<file path="src/rtl/lkmap_pkg.sv">
package lkmap_pkg;

    typedef enum logic [1:0] {
        ST_STAGE_A = 2'd0,
        ST_STAGE_B = 2'd1,
        ST_OPEN    = 2'd2
    } lock_state_t;

    // Lower-window offset: optional logo bit force, then header bit permutation.
    function automatic logic [15:0] lower_offset(input logic [15:0] a, input logic force7);
        logic [15:0] o;
        o = a;
        if (force7) o[7] = 1'b1;
        if (a[15:8] == 8'h01) begin
            o[0] = a[6];
            o[1] = a[4];
            o[4] = a[1];
            o[6] = a[0];
        end
        return o;
    endfunction

endpackage

</file>
<file path="src/rtl/lkmap_seq.sv">
module lkmap_seq
    import lkmap_pkg::*;
#(
    parameter int PHASE_LEN = 48
) (
    input  logic        clk,
    input  logic        rst_n,
    input  logic        rom_rd,
    input  logic        ram_acc,
    output lock_state_t state_q,
    output lock_state_t serve_state
);
    localparam int CNT_W = $clog2(PHASE_LEN + 1);
    localparam logic [CNT_W-1:0] CNT_FULL = CNT_W'(PHASE_LEN);

    logic [CNT_W-1:0] cnt_q, cnt_d;
    lock_state_t      state_d;

    always_comb begin
        state_d = state_q;
        cnt_d   = cnt_q;
        unique case (state_q)
            ST_STAGE_A: begin
                if (ram_acc) begin
                    state_d = ST_STAGE_B;
                    cnt_d   = '0;
                end else if (rom_rd) begin
                    if (cnt_q == CNT_FULL) begin
                        state_d = ST_STAGE_B;
                        cnt_d   = '0;
                    end else begin
                        cnt_d = cnt_q + 1'b1;
                    end
                end
            end
            ST_STAGE_B: begin
                if (rom_rd) begin
                    if (cnt_q == CNT_FULL) state_d = ST_OPEN;
                    else                   cnt_d   = cnt_q + 1'b1;
                end
            end
            ST_OPEN: begin
                if (rom_rd && cnt_q != CNT_FULL) cnt_d = cnt_q + 1'b1;
            end
            default: begin
                state_d = ST_STAGE_A;
                cnt_d   = '0;
            end
        endcase
    end

    always_ff @(posedge clk) begin
        if (!rst_n) begin
            state_q <= ST_STAGE_A;
            cnt_q   <= '0;
        end else begin
            state_q <= state_d;
            cnt_q   <= cnt_d;
        end
    end

    always_comb serve_state = rom_rd ? state_d : state_q;

    AST_CNT_LIMIT: assert property (@(posedge clk) disable iff (!rst_n)
        cnt_q <= CNT_FULL);
    AST_A_NO_SKIP: assert property (@(posedge clk) disable iff (!rst_n)
        state_q == ST_STAGE_A |=> state_q != ST_OPEN);
    AST_OPEN_STICKY: assert property (@(posedge clk) disable iff (!rst_n)
        state_q == ST_OPEN |=> state_q == ST_OPEN);
    AST_RAM_SHORTCUT: assert property (@(posedge clk) disable iff (!rst_n)
        (state_q == ST_STAGE_A && ram_acc) |=> (state_q == ST_STAGE_B && cnt_q == '0));

endmodule

</file>
<file path="src/rtl/lkmap_regs.sv">
module lkmap_regs #(
    parameter int DATA_W = 8
) (
    input  logic              clk,
    input  logic              rst_n,
    input  logic              wr_en,
    input  logic [1:0]        wr_sel,
    input  logic [DATA_W-1:0] wr_data,
    output logic [DATA_W-1:0] lo_bank,
    output logic [DATA_W-1:0] hi_bank
);
    localparam logic [DATA_W-1:0] ONE = DATA_W'(1);

    logic [DATA_W-1:0] base_q, mask_q, rb_q;
    logic              cfg_open;

    always_comb cfg_open = rb_q[5] & rb_q[4];

    always_ff @(posedge clk) begin
        if (!rst_n) begin
            base_q <= '0;
            mask_q <= '0;
            rb_q   <= ONE;
        end else if (wr_en) begin
            unique case (wr_sel)
                2'b00: if (cfg_open) base_q <= wr_data;
                2'b01: rb_q <= (wr_data == '0) ? ONE : wr_data;
                2'b10: if (cfg_open) mask_q <= wr_data;
                2'b11: ;
                default: ;
            endcase
        end
    end

    always_comb begin
        lo_bank = base_q & mask_q;
        hi_bank = (base_q & mask_q) | (rb_q & ~mask_q);
    end

    AST_RB_NONZERO: assert property (@(posedge clk) disable iff (!rst_n)
        rb_q != '0);
    AST_BASE_GUARD: assert property (@(posedge clk) disable iff (!rst_n)
        (wr_en && wr_sel == 2'b00 && !cfg_open) |=> $stable(base_q));
    AST_MASK_GUARD: assert property (@(posedge clk) disable iff (!rst_n)
        (wr_en && wr_sel == 2'b10 && !cfg_open) |=> $stable(mask_q));

endmodule

</file>
<file path="src/rtl/lkmap_addr.sv">
module lkmap_addr
    import lkmap_pkg::*;
#(
    parameter int DATA_W = 8
) (
    input  logic [15:0]          cpu_addr,
    input  lock_state_t          serve_state,
    input  logic [DATA_W-1:0]    lo_bank,
    input  logic [DATA_W-1:0]    hi_bank,
    output logic [DATA_W+13:0]   phys
);
    logic [15:0] lo_off;

    always_comb begin
        lo_off = lower_offset(cpu_addr, serve_state == ST_STAGE_B);
        if (cpu_addr[14]) phys = {hi_bank, cpu_addr[13:0]};
        else              phys = {lo_bank, lo_off[13:0]};
    end

endmodule

</file>
<file path="src/rtl/lkmap_top.sv">
module lkmap_top
    import lkmap_pkg::*;
#(
    parameter int DATA_W    = 8,
    parameter int PHASE_LEN = 48
) (
    input  logic                 clk,
    input  logic                 rst_n,
    input  logic                 bus_req,
    input  logic                 bus_we,
    input  logic [15:0]          bus_addr,
    input  logic [DATA_W-1:0]    bus_wdata,
    output logic                 rom_rd,
    output logic [DATA_W+13:0]   rom_addr,
    output logic [DATA_W-1:0]    ram_rdata,
    output logic [1:0]           lock_state
);
    lock_state_t       st_q, st_serve;
    logic              ram_acc, reg_wr;
    logic [DATA_W-1:0] lo_bank, hi_bank;

    always_comb begin
        rom_rd    = bus_req & ~bus_we & ~bus_addr[15];
        ram_acc   = bus_req & (bus_addr[15:13] == 3'b101);
        reg_wr    = bus_req & bus_we & ~bus_addr[15];
        ram_rdata = {DATA_W{1'b1}};
        lock_state = st_q;
    end

    lkmap_seq #(.PHASE_LEN(PHASE_LEN)) u_seq (
        .clk(clk), .rst_n(rst_n), .rom_rd(rom_rd), .ram_acc(ram_acc),
        .state_q(st_q), .serve_state(st_serve)
    );

    lkmap_regs #(.DATA_W(DATA_W)) u_regs (
        .clk(clk), .rst_n(rst_n), .wr_en(reg_wr), .wr_sel(bus_addr[14:13]),
        .wr_data(bus_wdata), .lo_bank(lo_bank), .hi_bank(hi_bank)
    );

    lkmap_addr #(.DATA_W(DATA_W)) u_addr (
        .cpu_addr(bus_addr), .serve_state(st_serve),
        .lo_bank(lo_bank), .hi_bank(hi_bank), .phys(rom_addr)
    );

    AST_UPPER_PASS: assert property (@(posedge clk) disable iff (!rst_n)
        (rom_rd && bus_addr[14]) |-> rom_addr[13:0] == bus_addr[13:0]);
    AST_OPEN_NO_LOGO: assert property (@(posedge clk) disable iff (!rst_n)
        (rom_rd && !bus_addr[14] && bus_addr[15:8] != 8'h01 && st_q == ST_OPEN)
        |-> rom_addr[7] == bus_addr[7]);

endmodule

</file>
<file path="config.mk">
export PLATFORM = sky130hd
export DESIGN_NAME = lkmap_top
export DESIGN_NICKNAME = d
export VERILOG_FILES = /design/src/rtl/lkmap_pkg.sv /design/src/rtl/lkmap_seq.sv /design/src/rtl/lkmap_regs.sv /design/src/rtl/lkmap_addr.sv /design/src/rtl/lkmap_top.sv
export SDC_FILE = /design/constraint.sdc
export NUM_CORES = 1
export LEC_CHECK = 0
export ABC_AREA = 1
export BUFFER_PORTS_ARGS = -buffer_cell sky130_fd_sc_hd__buf_2
export CAP_MARGIN = 20
export CORE_ASPECT_RATIO = 0.5
export CORE_MARGIN = 8
export CORE_UTILIZATION = 47
export DETAILED_ROUTE_END_ITERATION = 16
export PLACE_DENSITY = 0.76
export SLEW_MARGIN = 5
export SYNTH_ARGS = -nofsm -noshare
export SYNTH_HDL_FRONTEND = slang
export SYNTH_SLANG_ARGS = --single-unit
</file>
<file path="constraint.sdc">
create_clock -name clk -period 3.4 [get_ports clk]
set_input_delay 0.85 -clock clk [delete_from_list [all_inputs] [get_ports clk]]
set_output_delay 0.85 -clock clk [all_outputs]
set_load 0.01 [all_outputs]
</file>
; Word level (Yosys, flattened, before mapping)
; Cells that the tools add are included.
[word_totals]
regBits = 32
in_bits = 28
output_inout_bits = 33
wordCells = 59
[classes]
add_sub_neg = 1
eq_ne = 13
n_mux = 20
bitwise_logic = 12
reduce_logical = 8
[op_table]
columns = cell, n
row1 = $mux 6, 6
row2 = $mux 22, 1
row3 = $pmux 6 s3, 1
row4 = $and 8x8->8, 2
row5 = $mux 2, 7
row6 = $eq 8x1->1 const B, 1
row7 = $logic_not 8->1, 1
row8 = $mux 8, 1
row9 = $not 8->8, 1
row10 = $or 8x8->8, 1
row11 = $add 6x1->6 const B, 1
row12 = $and 1x1->1, 6
row13 = $eq 2x1->1 const B, 3
row14 = $eq 6x6->1 const B, 1
row15 = $ne 6x6->1 const B, 1
row16 = $pmux 2 s3, 1
row17 = $reduce_and 3->1, 2
row18 = $eq 2x2->1 const B, 2
row19 = $logic_not 2->1, 2
row20 = $ne 2x1->1 const B, 2
row21 = $reduce_and 4->1, 1
row22 = $eq 3x3->1 const B, 1
row23 = $mux 1, 3
row24 = $ne 3x2->1 const B, 1
row25 = other kinds (4), 5

; Logic depth before layout (Yosys ltp)
; Gate-level depths: netlist of run 1.
[depth]
ltp_word = 10
depth_mapped = 12

; By module
; From an unflattened synthesis of run 1, not the netlist that was laid out.
[hier_totals]
hier_cells = 327
area_unflattened_um2 = 2118.3
[modules_own_cells]
columns = module, instances, cells_per_inst, area_each_um2, seq_area_each_um2
row1 = lkmap_regs, 1, 150, 1034.7, 480.5
row2 = lkmap_seq, 1, 97, 640.6, 160.2
row3 = lkmap_addr, 1, 62, 345.3, 0.0
row4 = lkmap_top, 1, 18, 97.6, 0.0

; Least setup slack after synthesis of run 1
; No wires, ideal clock.
[synth_path]
path_type = input to output
start = input port bus_we
end = output port rom_addr[7]
t_arrival_ns = 1.787
t_required_ns = 2.550
path_slack_ns = 0.763
path_stages = 9
n_path_buf = 0
path_cell_list = nor3_2 > nand2_1 > nand2_1 > nand2_1 > a21oi_1 > nand2_1 > nand2_1 > nand2_1 > nand2_1
[synth_between]
elab_chain_len = 10
elab_cells_between_ends = 11
cone_classes = eq/ne (1) / mux (7) / bitwise (3)
[synth_rtl]
columns = element, line
row1 = "start, declared", lkmap_top.sv:10  ; input logic bus_we,
row2 = $not 1->1 (*), lkmap_top.sv:23  ; rom_rd = bus_req & ~bus_we & ~bus_addr[15];
row3 = $and 1x1->1 (*) (2 in series), lkmap_top.sv:23
row4 = $mux 2, lkmap_seq.sv:27  ; end else if (rom_rd) begin
row5 = $mux 2, lkmap_seq.sv:24  ; if (ram_acc) begin
row6 = $pmux 2 s3, lkmap_seq.sv:22  ; unique case (state_q)
row7 = $mux 2 (*), lkmap_seq.sv:62  ; always_comb serve_state = rom_rd ? state_d : state_q;
row8 = $eq 2x1->1 (*), lkmap_addr.sv:15  ; lo_off = lower_offset(cpu_addr, serve_state == ST_STAGE_B);
row9 = $mux 1 (*), lkmap_pkg.sv:13  ; if (force7) o[7] = 1'b1;
row10 = $mux 22 (*), lkmap_addr.sv:16  ; if (cpu_addr[14]) phys = {hi_bank, cpu_addr[13:0]};
row11 = "end, declared", lkmap_top.sv:14  ; output logic [DATA_W+13:0] rom_addr,
; Mark *: on every way between the ends. The rest lies on a longest branch, timed or not.

; Worst setup path in the final report of run 1
; Same ends and word-level chain as after synthesis.

==> qor.txt, run 1 <==
Multi-input gate area -> 908 um^2
total CTS buffers -> 5
delay-heaviest family, CP -> simple AND/OR/NAND/NOR gates
final wirelength -> 4260 um
Setup TNS Final -> 0 ns
FF+latch count, synth -> 32
Total Power -> 813 uW
sequential share of the synthesized area -> 0.356
Final Net Count -> 324
slack of the worst reg-to-reg path -> 1.65 ns
final slew viol count -> 0
Chip Width -> 104 um
Worst-Skew Late Latency -> 0.29 ns
core region area -> 0.00378 mm^2
Levels on crit path -> 11
Max FO, Critical Path -> 4
DR vias/cell -> 4.89
power density cells -> 391 mW/mm^2
1st-iter DRT viols -> 111
final worst-path cycle share -> 0.845
worst path required time -> 2.55 ns
Initial DRT Pass Iterations -> 4
top_reg_cell synth -> dfxtp_1
clk buf depth -> 2
Post-Syn Area -> 0.00180 mm^2
die area -> 0.00618 mm^2
Tot GR Track Use -> 0.144
Worst Skew -> 0.00901 ns
CP max stage delay -> 0.28 ns
status -> finished, final reports clean
Layout area overhead -> 15.6%
Yosys cell types -> 32
post-synthesis cell count -> 250
CP arrival -> 2.02 ns
vias in the first global route -> 1543
final hold vios -> 0
Hold WC Path Type -> flop to flop
worst vdd ir -> 165 uV
Critical Path End Type -> primary output
global-route wire length before repair -> 7310 um
post-detail-place hpwl -> 3290 um
antenna violations before repair -> 0
num ports -> 61
H-tree Lvls -> 2
cell mode on critical path -> nand2_1
GPL Wtd Cong -> 0.953
cts repair resizes -> 0
Initial Utilization -> 0.476
asr flop ratio synth -> 0
DR WL/cell -> 12.4 um
CTS tree -> yes
Seq. cell area -> 641 um^2
PortBufs -> 46
Critical-path top delay cell -> nor3_2
largest net degree at the start of global routing -> 26
YS warnings -> 0
CP Buf/Inv Count -> 2
Critical Path End -> rom_addr[7]
Critical Path Source Type -> primary input
R2R depth -> 8
clock transition at the registers of the reported paths -> 0.07 ns
DR vias -> 1681
Hold-fix buffers, CTS -> 0
Sinks on Clock Net -> 32
Routed Antenna Nets -> 0
WS Path Type -> primary input to primary output
Root Driver -> clkbuf_8
# DRC -> 0
grt total ovfl -> 0
fill cell count -> 372
worst r2r src -> u_seq.state_q[0]$_SDFF_PN0_
row cnt -> 16
die height -> 59.8 um
worst slew pin tran -> 0.634 ns
RSZ-0062 raised after global routing -> no
maximum clock frequency -> 0.348 GHz
Pleak -> 0.985 nW
crit-path cells -> buf_2 -> nor3_2 -> nand2_1 -> nand2_1 -> nand2_1 -> a21oi_1 -> nand2_1 -> nand2_1 -> nand2_1 -> nand2_1 -> buf_2
max_cap viols -> 0
final setup fails -> 0
Core Util, Final -> 0.550
Worst Setup SP -> bus_we
Post-synth EDFFs -> 0
r2r endpoint -> u_seq.cnt_q[2]$_SDFFE_PN0P_
Rel. slew slack -> 0.574
share of cells above drive strength 1 -> 0.259
Mean Syn Cell Area -> 7.20 um^2
n_diodes -> 0
minimum clock period -> 2.87 ns
Post-CTS Setup Inserts -> 0
worst min-delay path by stage:
stage / cells past startpoint / slack (ns) / startpoint / end
3_3_place_gp: 2 / 0.45 / u_regs.rb_q[2]$_SDFFE_PN0P_ / u_regs.rb_q[2]$_SDFFE_PN0P_
5_1_grt: 2 / 0.50 / u_regs.rb_q[2]$_SDFFE_PN0P_ / u_regs.rb_q[2]$_SDFFE_PN0P_
2_1_floorplan: 2 / 0.43 / u_regs.rb_q[1]$_SDFFE_PN0P_ / u_regs.rb_q[1]$_SDFFE_PN0P_
3_5_place_dp: 2 / 0.45 / u_regs.rb_q[2]$_SDFFE_PN0P_ / u_regs.rb_q[2]$_SDFFE_PN0P_
4_1_cts: 2 / 0.46 / u_regs.rb_q[2]$_SDFFE_PN0P_ / u_regs.rb_q[2]$_SDFFE_PN0P_
6_report: 2 / 0.46 / u_regs.rb_q[2]$_SDFFE_PN0P_ / u_regs.rb_q[2]$_SDFFE_PN0P_
logic make-up (layout without fill, tap and decap cells):
family	after synthesis	after routing	synth area share
DFF	32	32	0.356
AOI/OAI and AO/OA	61	61	0.191
buffers and inverters	54	87	0.154
other	1	8	0.00208
adders and majority gates	6	6	0.0417
and+or+nand+nor	95	95	0.250
xor gates and xnor gates	1	1	0.00487
report_power, final:
part / total (mW) / switching, mW / internal [mW]
sequential: 0.387 / 0.00496 / 0.382
combinational: 0.107 / 0.0692 / 0.0381
clock: 0.319 / 0.139 / 0.180
total: 0.813 / 0.213 / 0.600
flip-flops by register name (all words and copies together), names as in the netlist:
name and flops:
u_seq.cnt_q 6, u_regs.base_q 8, u_regs.mask_q 8, u_regs.rb_q 8, u_seq.state_q 2
worst register-to-register path, stage by stage, from the launching register on:
cell	delay, ns
dfxtp_1	0.43
inv_1	0.12
ha_1	0.25
nor2_1	0.18
o21bai_2	0.18
nand2_4	0.11
nor2_1	0.13
xor2_1	0.17
nor2_1	0.06
layout make-up:
type / count / share of cell area
Inverter: 33 / 0.0620
Sequential cell: 32 / 0.308
Clock buffer: 7 / 0.0463
Timing Repair Buffer: 47 / 0.114
Tap cell: 54 / 0.0325
Multi-Input combinational cell: 171 / 0.437
cells in the final DEF (no fill, tap or decap):
master,count
o21ai_1,1
conb_1,8
buf_4,1
inv_2,4
a22o_1,4
nor4_1,2
a31o_2,1
dfxtp_1,32
a21oi_1,18
buf_2,46
nand2_4,2
a211oi_1,1
o31ai_1,3
nor2_2,3
inv_1,27
a21oi_2,1
nor4_4,1
nor2_1,39
clkbuf_8,7
inv_4,2
nor3_2,2
o21bai_2,1
nand2_1,31
nor2_4,2
nand3_1,6
nor3_1,3
xor2_1,1
o21ai_0,31
ha_1,6
nand2_2,2
nand4_1,2
Yosys cell counts (2+ instances only):
| cell | number | share of area |
|---|---|---|
| nor2_2 | 3 | 0.010 |
| a22o_1 | 4 | 0.019 |
| nand2_1 | 31 | 0.065 |
| dfxtp_1 | 32 | 0.36 |
| a21oi_1 | 18 | 0.050 |
| nor3_2 | 2 | 0.011 |
| o31ai_1 | 3 | 0.013 |
| inv_4 | 2 | 0.0070 |
| ha_1 | 6 | 0.042 |
| nand3_1 | 6 | 0.017 |
| nor2_4 | 2 | 0.013 |
| nand4_1 | 2 | 0.0070 |
| nand2_2 | 2 | 0.0070 |
| inv_1 | 27 | 0.056 |
| o21ai_0 | 31 | 0.086 |
| inv_2 | 4 | 0.0083 |
| nor3_1 | 3 | 0.0083 |
| buf_4 | 18 | 0.075 |
| nand2_4 | 2 | 0.013 |
| nor2_1 | 39 | 0.081 |
| nor4_1 | 2 | 0.0070 |
per-layer routing:
layer	up-vias	part of all wire	global-route usage
met5	-	0	0
met4	0	0.014	0.0661
met3	5	0.11	0.0548
met2	83	0.39	0.204
met1	725	0.49	0.189
li1	868	-	-
per-stage QoR:
stage	worst slack, ns	area (um^2)	hold slack [ns]	std cells
after floorplan	0.763	1830	0.431	257
after global placement	0.585	1980	0.448	337
after detailed placement	0.554	1980	0.450	337
after CTS	0.545	2080	0.460	344
after global routing	0.365	2080	0.496	344
final	0.527	2080	0.458	344
Note: power is estimated with default switching activity, not from simulation.
==> inputs of run 2 (changes only) <==
clock period = 2.8 ns   (was 3.4 ns; I/O delays follow)
==> qor.txt, run 2 (synthesis gave the netlist of run 1 again) <==
Initial Utilization -> 0.476 (unchanged)
PortBufs -> 46 (unchanged)
Worst Skew -> 0.00244 ns (was 0.00901 ns)
vias in the first global route -> 1545 (was 1543)
final worst-path cycle share -> 0.923
Worst-Skew Late Latency -> 0.29 ns (about the same)
DR WL/cell -> 12.4 um (about the same)
maximum clock frequency -> 0.387 GHz
# DRC -> 0 (unchanged)
Critical Path End Type -> primary output (unchanged)
minimum clock period -> 2.58 ns
commonest non-fill, non-tap cells in the layout -> buf_2 (46), nor2_1 (39), dfxtp_1 (32) (unchanged)
Critical Path Source Type -> flop (was primary input)
Sinks on Clock Net -> 32 (unchanged)
CP arrival -> 1.88 ns (was 2.02 ns)
post-detail-place hpwl -> 3320 um (was 3290 um)
Hold Path Depth -> 2 (unchanged)
Chip Width -> 104 um (unchanged)
Area after DPL -> 0.00199 mm^2 (was 0.00198 mm^2)
max_cap viols -> 0 (unchanged)
Top Registers -> u_regs.base_q (8), u_regs.mask_q (8), u_regs.rb_q (8) (unchanged)
fill cell count -> 366 (was 372)
post-route cell area -> 0.00211 mm^2 (was 0.00208 mm^2)
Final Net Count -> 326 (was 324)
status -> finished, final reports clean (unchanged)
row cnt -> 16 (unchanged)
num ports -> 61 (unchanged)
global-route wire length before repair -> 7220 um (was 7310 um)
DR vias -> 1678 (was 1681)
DR vias/cell -> 4.85 (was 4.89)
CTS tree -> yes (unchanged)
power density cells -> 467 mW/mm^2 (was 391 mW/mm^2)
clk buf depth -> 2 (unchanged)
die area -> 0.00618 mm^2 (unchanged)
worst slew pin tran -> 0.560 ns (was 0.634 ns)
H-tree Lvls -> 2 (unchanged)
total CTS buffers -> 5 (unchanged)
worst path required time -> 2.10 ns (was 2.55 ns)
Hold-fix buffers, CTS -> 0 (unchanged)
final hold vios -> 0 (unchanged)
Tot GR Track Use -> 0.143 (was 0.144)
Multi-input gate area -> 920 um^2 (was 908 um^2)
Rel. slew slack -> 0.624 (was 0.574)
Root Driver -> clkbuf_8 (unchanged)
final slew viol count -> 0 (unchanged)
R2R depth -> 11 (was 8)
die height -> 59.8 um (unchanged)
clock transition at the registers of the reported paths -> 0.06 ns (was 0.07 ns)
1st-iter DRT viols -> 136 (was 111)
GPL Wtd Cong -> 0.794 (was 0.953)
Hold WC Path Type -> flop to flop (unchanged)
share of cells above drive strength 1 -> 0.271 (was 0.259)
core region area -> 0.00378 mm^2 (unchanged)
n_diodes -> 0 (unchanged)
Max FO, Critical Path -> 4 (unchanged)
commonest non-fill, non-tap cell in the layout -> buf_2 (unchanged)
worst vdd ir -> 171 uV (was 165 uV)
Routed Antenna Nets -> 0 (unchanged)
WS Path Type -> flop to primary output (was primary input to primary output)
final setup fails -> 0 (unchanged)
antenna violations before repair -> 0 (unchanged)
grt total ovfl -> 0 (unchanged)
Pleak -> 0.998 nW (was 0.985 nW)
largest net degree at the start of global routing -> 26 (unchanged)
Layout area overhead -> 17.0% (was 15.6%)
Initial DRT Pass Iterations -> 4 (unchanged)
Setup TNS Final -> 0 ns (unchanged)
Seq. cell area -> 641 um^2 (unchanged)
final wirelength -> 4290 um (was 4260 um)
==> run 2: cell count changes in the layout (fill, tap and decap cells not counted) <==
| cell | before | now |
|---|---|---|
| nor2_4 | 2 | 3 |
| a21oi_1 | 18 | 17 |
| nand2_2 | 2 | 3 |
| nand2_1 | 31 | 30 |
| buf_4 | 1 | 3 |
| a21oi_2 | 1 | 2 |
| nor2_2 | 3 | 2 |
==> run 2: area by class of cell <==
type                            instances  share of cell area
Inverter                               33              0.0612
Clock buffer                            7              0.0458
Sequential cell                        32               0.304
Tap cell                               54              0.0321
Multi-Input combinational cell        171               0.437
Timing Repair Buffer                   49               0.120
==> run 2: worst max-delay path, cell delays in order (launching register included) <==
cell and delay [ns]:
dfxtp_1 0.33, inv_1 0.09, ha_1 0.15, nand3_1 0.13, nor2_4 0.19, nand2_2 0.08
nand2_1 0.07, nand2_1 0.06, a21oi_2 0.14, nand2_1 0.08, nand2_1 0.06, nand2_1 0.04
nand2_1 0.05, buf_2 0.12
==> run 2: power breakdown <==
group	total, mW	internal [mW]	switching [mW]
Sequential	0.469	0.464	0.00567
Combinational	0.131	0.0467	0.0841
Clock	0.384	0.219	0.166
==> run 2: layer usage <==
| layer | routed length [um] | vias up | GRT usage |
|---|---|---|---|
| met5 | 0 | - | 0 |
| met1 | 2170 | 726 | 0.192 |
| met3 | 494 | 3 | 0.0516 |
| met4 | 27 | 0 | 0.0558 |
| li1 | - | 870 | - |
| met2 | 1600 | 79 | 0.203 |
==> run 2: worst paths after layout <==
path                            endpoint                   startpoint  slack, ns
min          u_regs.rb_q[2]$_SDFFE_PN0P_  u_regs.rb_q[2]$_SDFFE_PN0P_       0.46
min reg2reg  u_regs.rb_q[2]$_SDFFE_PN0P_  u_regs.rb_q[2]$_SDFFE_PN0P_       0.46
max reg2reg  u_seq.cnt_q[1]$_SDFFE_PN0P_  u_seq.cnt_q[0]$_SDFFE_PN0P_       1.08
max                          rom_addr[7]  u_seq.cnt_q[0]$_SDFFE_PN0P_       0.22
==> run 2: through the flow <==
step / total power, mW / hold slack, ns / util / instances / setup slack (ns)
floorplan: 0.576 / 0.431 / - / 257 / 0.463
global placement: 0.607 / 0.447 / 0.526 / 338 / 0.284
detailed placement: 0.609 / 0.452 / 0.526 / 338 / 0.252
CTS: 0.989 / 0.461 / 0.552 / 345 / 0.171
global route: 1.03 / 0.488 / 0.557 / 346 / -0.00188
finish: 0.984 / 0.461 / 0.557 / 346 / 0.217
==> run 2: what timing repair did <==
item / 4_1_cts / 5_1_grt
buffers inserted: 0 / 1
endpoints found under the setup margin: 0 / 1
gates resized for setup: 0 / 3
==> inputs of run 3 (changes only) <==
BUFFER_PORTS_ARGS = -buffer_cell sky130_fd_sc_hd__buf_4   (was -buffer_cell sky130_fd_sc_hd__buf_2)
==> qor.txt, run 3 (synthesis gave the netlist of run 1 again) <==
status -> finished, final reports clean (unchanged)
total CTS buffers -> 5 (unchanged)
Final Net Count -> 326 (unchanged)
Worst Skew -> 0.00245 ns (was 0.00244 ns)
Root Driver -> clkbuf_8 (unchanged)
Worst-Skew Late Latency -> 0.28 ns (was 0.29 ns)
cts repair resizes -> 0 (unchanged)
core region area -> 0.00378 mm^2 (unchanged)
final setup fails -> 0 (unchanged)
worst vdd ir -> 217 uV (was 171 uV)
switch share -> 0.246 (was 0.260)
Setup TNS Final -> 0 ns (unchanged)
Chip Width -> 104 um (unchanged)
Routed Antenna Nets -> 0 (unchanged)
internal power -> 790 uW (was 729 uW)
CTS tree -> yes (unchanged)
worst path required time -> 2.10 ns (about the same)
n_diodes -> 0 (unchanged)
final wirelength -> 4290 um (about the same)
slack of the worst reg-to-reg path -> 1.11 ns (was 1.08 ns)
DR vias/cell -> 4.76 (was 4.85)
1st-iter DRT viols -> 100 (was 136)
Top Registers -> u_regs.base_q (8), u_regs.mask_q (8), u_regs.rb_q (8) (unchanged)
WS Path Type -> flop to primary output (unchanged)
PortBufs -> 46 (unchanged)
Core Util, Final -> 0.587 (was 0.557)
maximum clock frequency -> 0.384 GHz (was 0.387 GHz)
Critical-path top delay cell -> dfxtp_1 (unchanged)
Max FO, Critical Path -> 4 (unchanged)
num ports -> 61 (unchanged)
commonest non-fill, non-tap cell in the layout -> buf_4 (was buf_2)
combinational share of power -> 0.141 (was 0.133)
power density cells -> 472 mW/mm^2 (was 467 mW/mm^2)
post-detail-place hpwl -> 3350 um (was 3320 um)
die area -> 0.00618 mm^2 (unchanged)
final slew viol count -> 0 (unchanged)
Post-CTS Setup Inserts -> 0 (unchanged)
NetSw -> 258 uW (was 256 uW)
CP Buf/Inv Count -> 2 (unchanged)
die height -> 59.8 um (unchanged)
commonest non-fill, non-tap cells in the layout -> buf_4 (49), nor2_1 (39), dfxtp_1 (32) (was buf_2 (46), nor2_1 (39), dfxtp_1 (32))
Pleak -> 1.03 nW (was 0.998 nW)
delay-heaviest family, CP -> simple AND/OR/NAND/NOR gates (unchanged)
DR vias -> 1651 (was 1678)
final hold vios -> 0 (unchanged)
Tot GR Track Use -> 0.146 (was 0.143)
share of cells above drive strength 1 -> 0.263 (was 0.271)
Critical Path End Type -> primary output (unchanged)
clock transition at the registers of the reported paths -> 0.07 ns (was 0.06 ns)
Area after DPL -> 0.00211 mm^2 (was 0.00199 mm^2)
CP arrival -> 1.90 ns (was 1.88 ns)
antenna violations before repair -> 0 (unchanged)
cell mode on critical path -> nand2_1 (unchanged)
vias in the first global route -> 1553 (was 1545)
max_cap viols -> 0 (unchanged)
row cnt -> 16 (unchanged)
sequential power share -> 0.448 (was 0.477)
grt total ovfl -> 0 (unchanged)
RSZ-0062 raised after global routing -> no
crit-path cells -> inv_1 -> ha_1 -> nand3_1 -> nor2_2 -> nand2_1 -> nand2_1 -> nand2_1 -> a21oi_1 -> nand2_1 -> nand2_1 -> nand2_1 -> nand2_1 -> buf_4 (was inv_1 -> ha_1 -> nand3_1 -> nor2_4 -> nand2_2 -> nand2_1 -> nand2_1 -> a21oi_2 -> nand2_1 -> nand2_1 -> nand2_1 -> nand2_1 -> buf_2)
Clock Power Share -> 0.412 (was 0.391)
minimum clock period -> 2.60 ns (was 2.58 ns)
largest net degree at the start of global routing -> 26 (unchanged)
global-route wire length before repair -> 7450 um (was 7220 um)
final worst-path cycle share -> 0.929 (was 0.923)
clk buf depth -> 2 (unchanged)
post-route cell area -> 0.00222 mm^2 (was 0.00211 mm^2)
DR WL/cell -> 12.4 um (about the same)
GPL Wtd Cong -> 0.881 (was 0.794)
Sinks on Clock Net -> 32 (unchanged)
Hold WC Path Type -> flop to flop (unchanged)
# DRC -> 0 (unchanged)
Initial DRT Pass Iterations -> 4 (unchanged)
Initial Utilization -> 0.476 (unchanged)
Hold-fix buffers, CTS -> 0 (unchanged)
Layout area overhead -> 23.4% (was 17.0%)
CP max stage delay -> 0.33 ns (about the same)
H-tree Lvls -> 2 (unchanged)
Critical Path Source Type -> flop (unchanged)
## run 3: cell type report
type                            count  area (um^2)
Fill cell                         343         1560
Multi-Input combinational cell    171          908
Sequential cell                    32          641
Timing Repair Buffer               49          368
Inverter                           33          129
Clock buffer                        6         72.6
Tap cell                           54         67.6
Clock inverter                      2         35.0
## run 3: final timing paths
| check | depth (start not counted) | to | start |
|---|---|---|---|
| max | 13 | rom_addr[7] | u_seq.cnt_q[0]$_SDFFE_PN0P_ |
| min | 2 | u_regs.rb_q[2]$_SDFFE_PN0P_ | u_regs.rb_q[2]$_SDFFE_PN0P_ |
| max reg2reg | 8 | u_seq.cnt_q[2]$_SDFFE_PN0P_ | u_seq.state_q[0]$_SDFF_PN0_ |
| min reg2reg | 2 | u_regs.rb_q[2]$_SDFFE_PN0P_ | u_regs.rb_q[2]$_SDFFE_PN0P_ |
## run 3: metrics by stage
step                std cells  hold slack (ns)  setup WS, ns  power, mW
floorplan                 257            0.431         0.463      0.576
global placement          339            0.445         0.284      0.624
detailed placement        339            0.449         0.273      0.626
CTS                       347            0.459         0.204       1.06
global route              347            0.483       0.00422       1.10
finish                    347            0.457         0.198       1.05
## run 3: worst min-delay path, delay by kind of cell, from the launching register on
kind	cells	cell delay (ns)
buf+inv	1	0.06
flops	1	0.30
compound gates	1	0.05
## run 3: metal layers
metal / wire length (um) / track usage / vias to the layer above / part of all wire
li1: - / - / 871 / -
met1: 2360 / 0.203 / 720 / 0.55
met2: 1590 / 0.203 / 60 / 0.37
met3: 340 / 0.0634 / 0 / 0.079
met4: 0 / 0.0248 / 0 / 0
met5: 0 / 0 / - / 0
## run 3: power groups by stage
| stage | combinational, mW | sequential [mW] | clock (mW) |
|---|---|---|---|
| finish | 0.147 | 0.469 | 0.431 |
| CTS | 0.147 | 0.469 | 0.441 |
| global placement | 0.145 | 0.479 | 0 |
| floorplan | 0.0973 | 0.478 | 0 |
| detailed placement | 0.147 | 0.479 | 0 |
| global route | 0.167 | 0.470 | 0.466 |
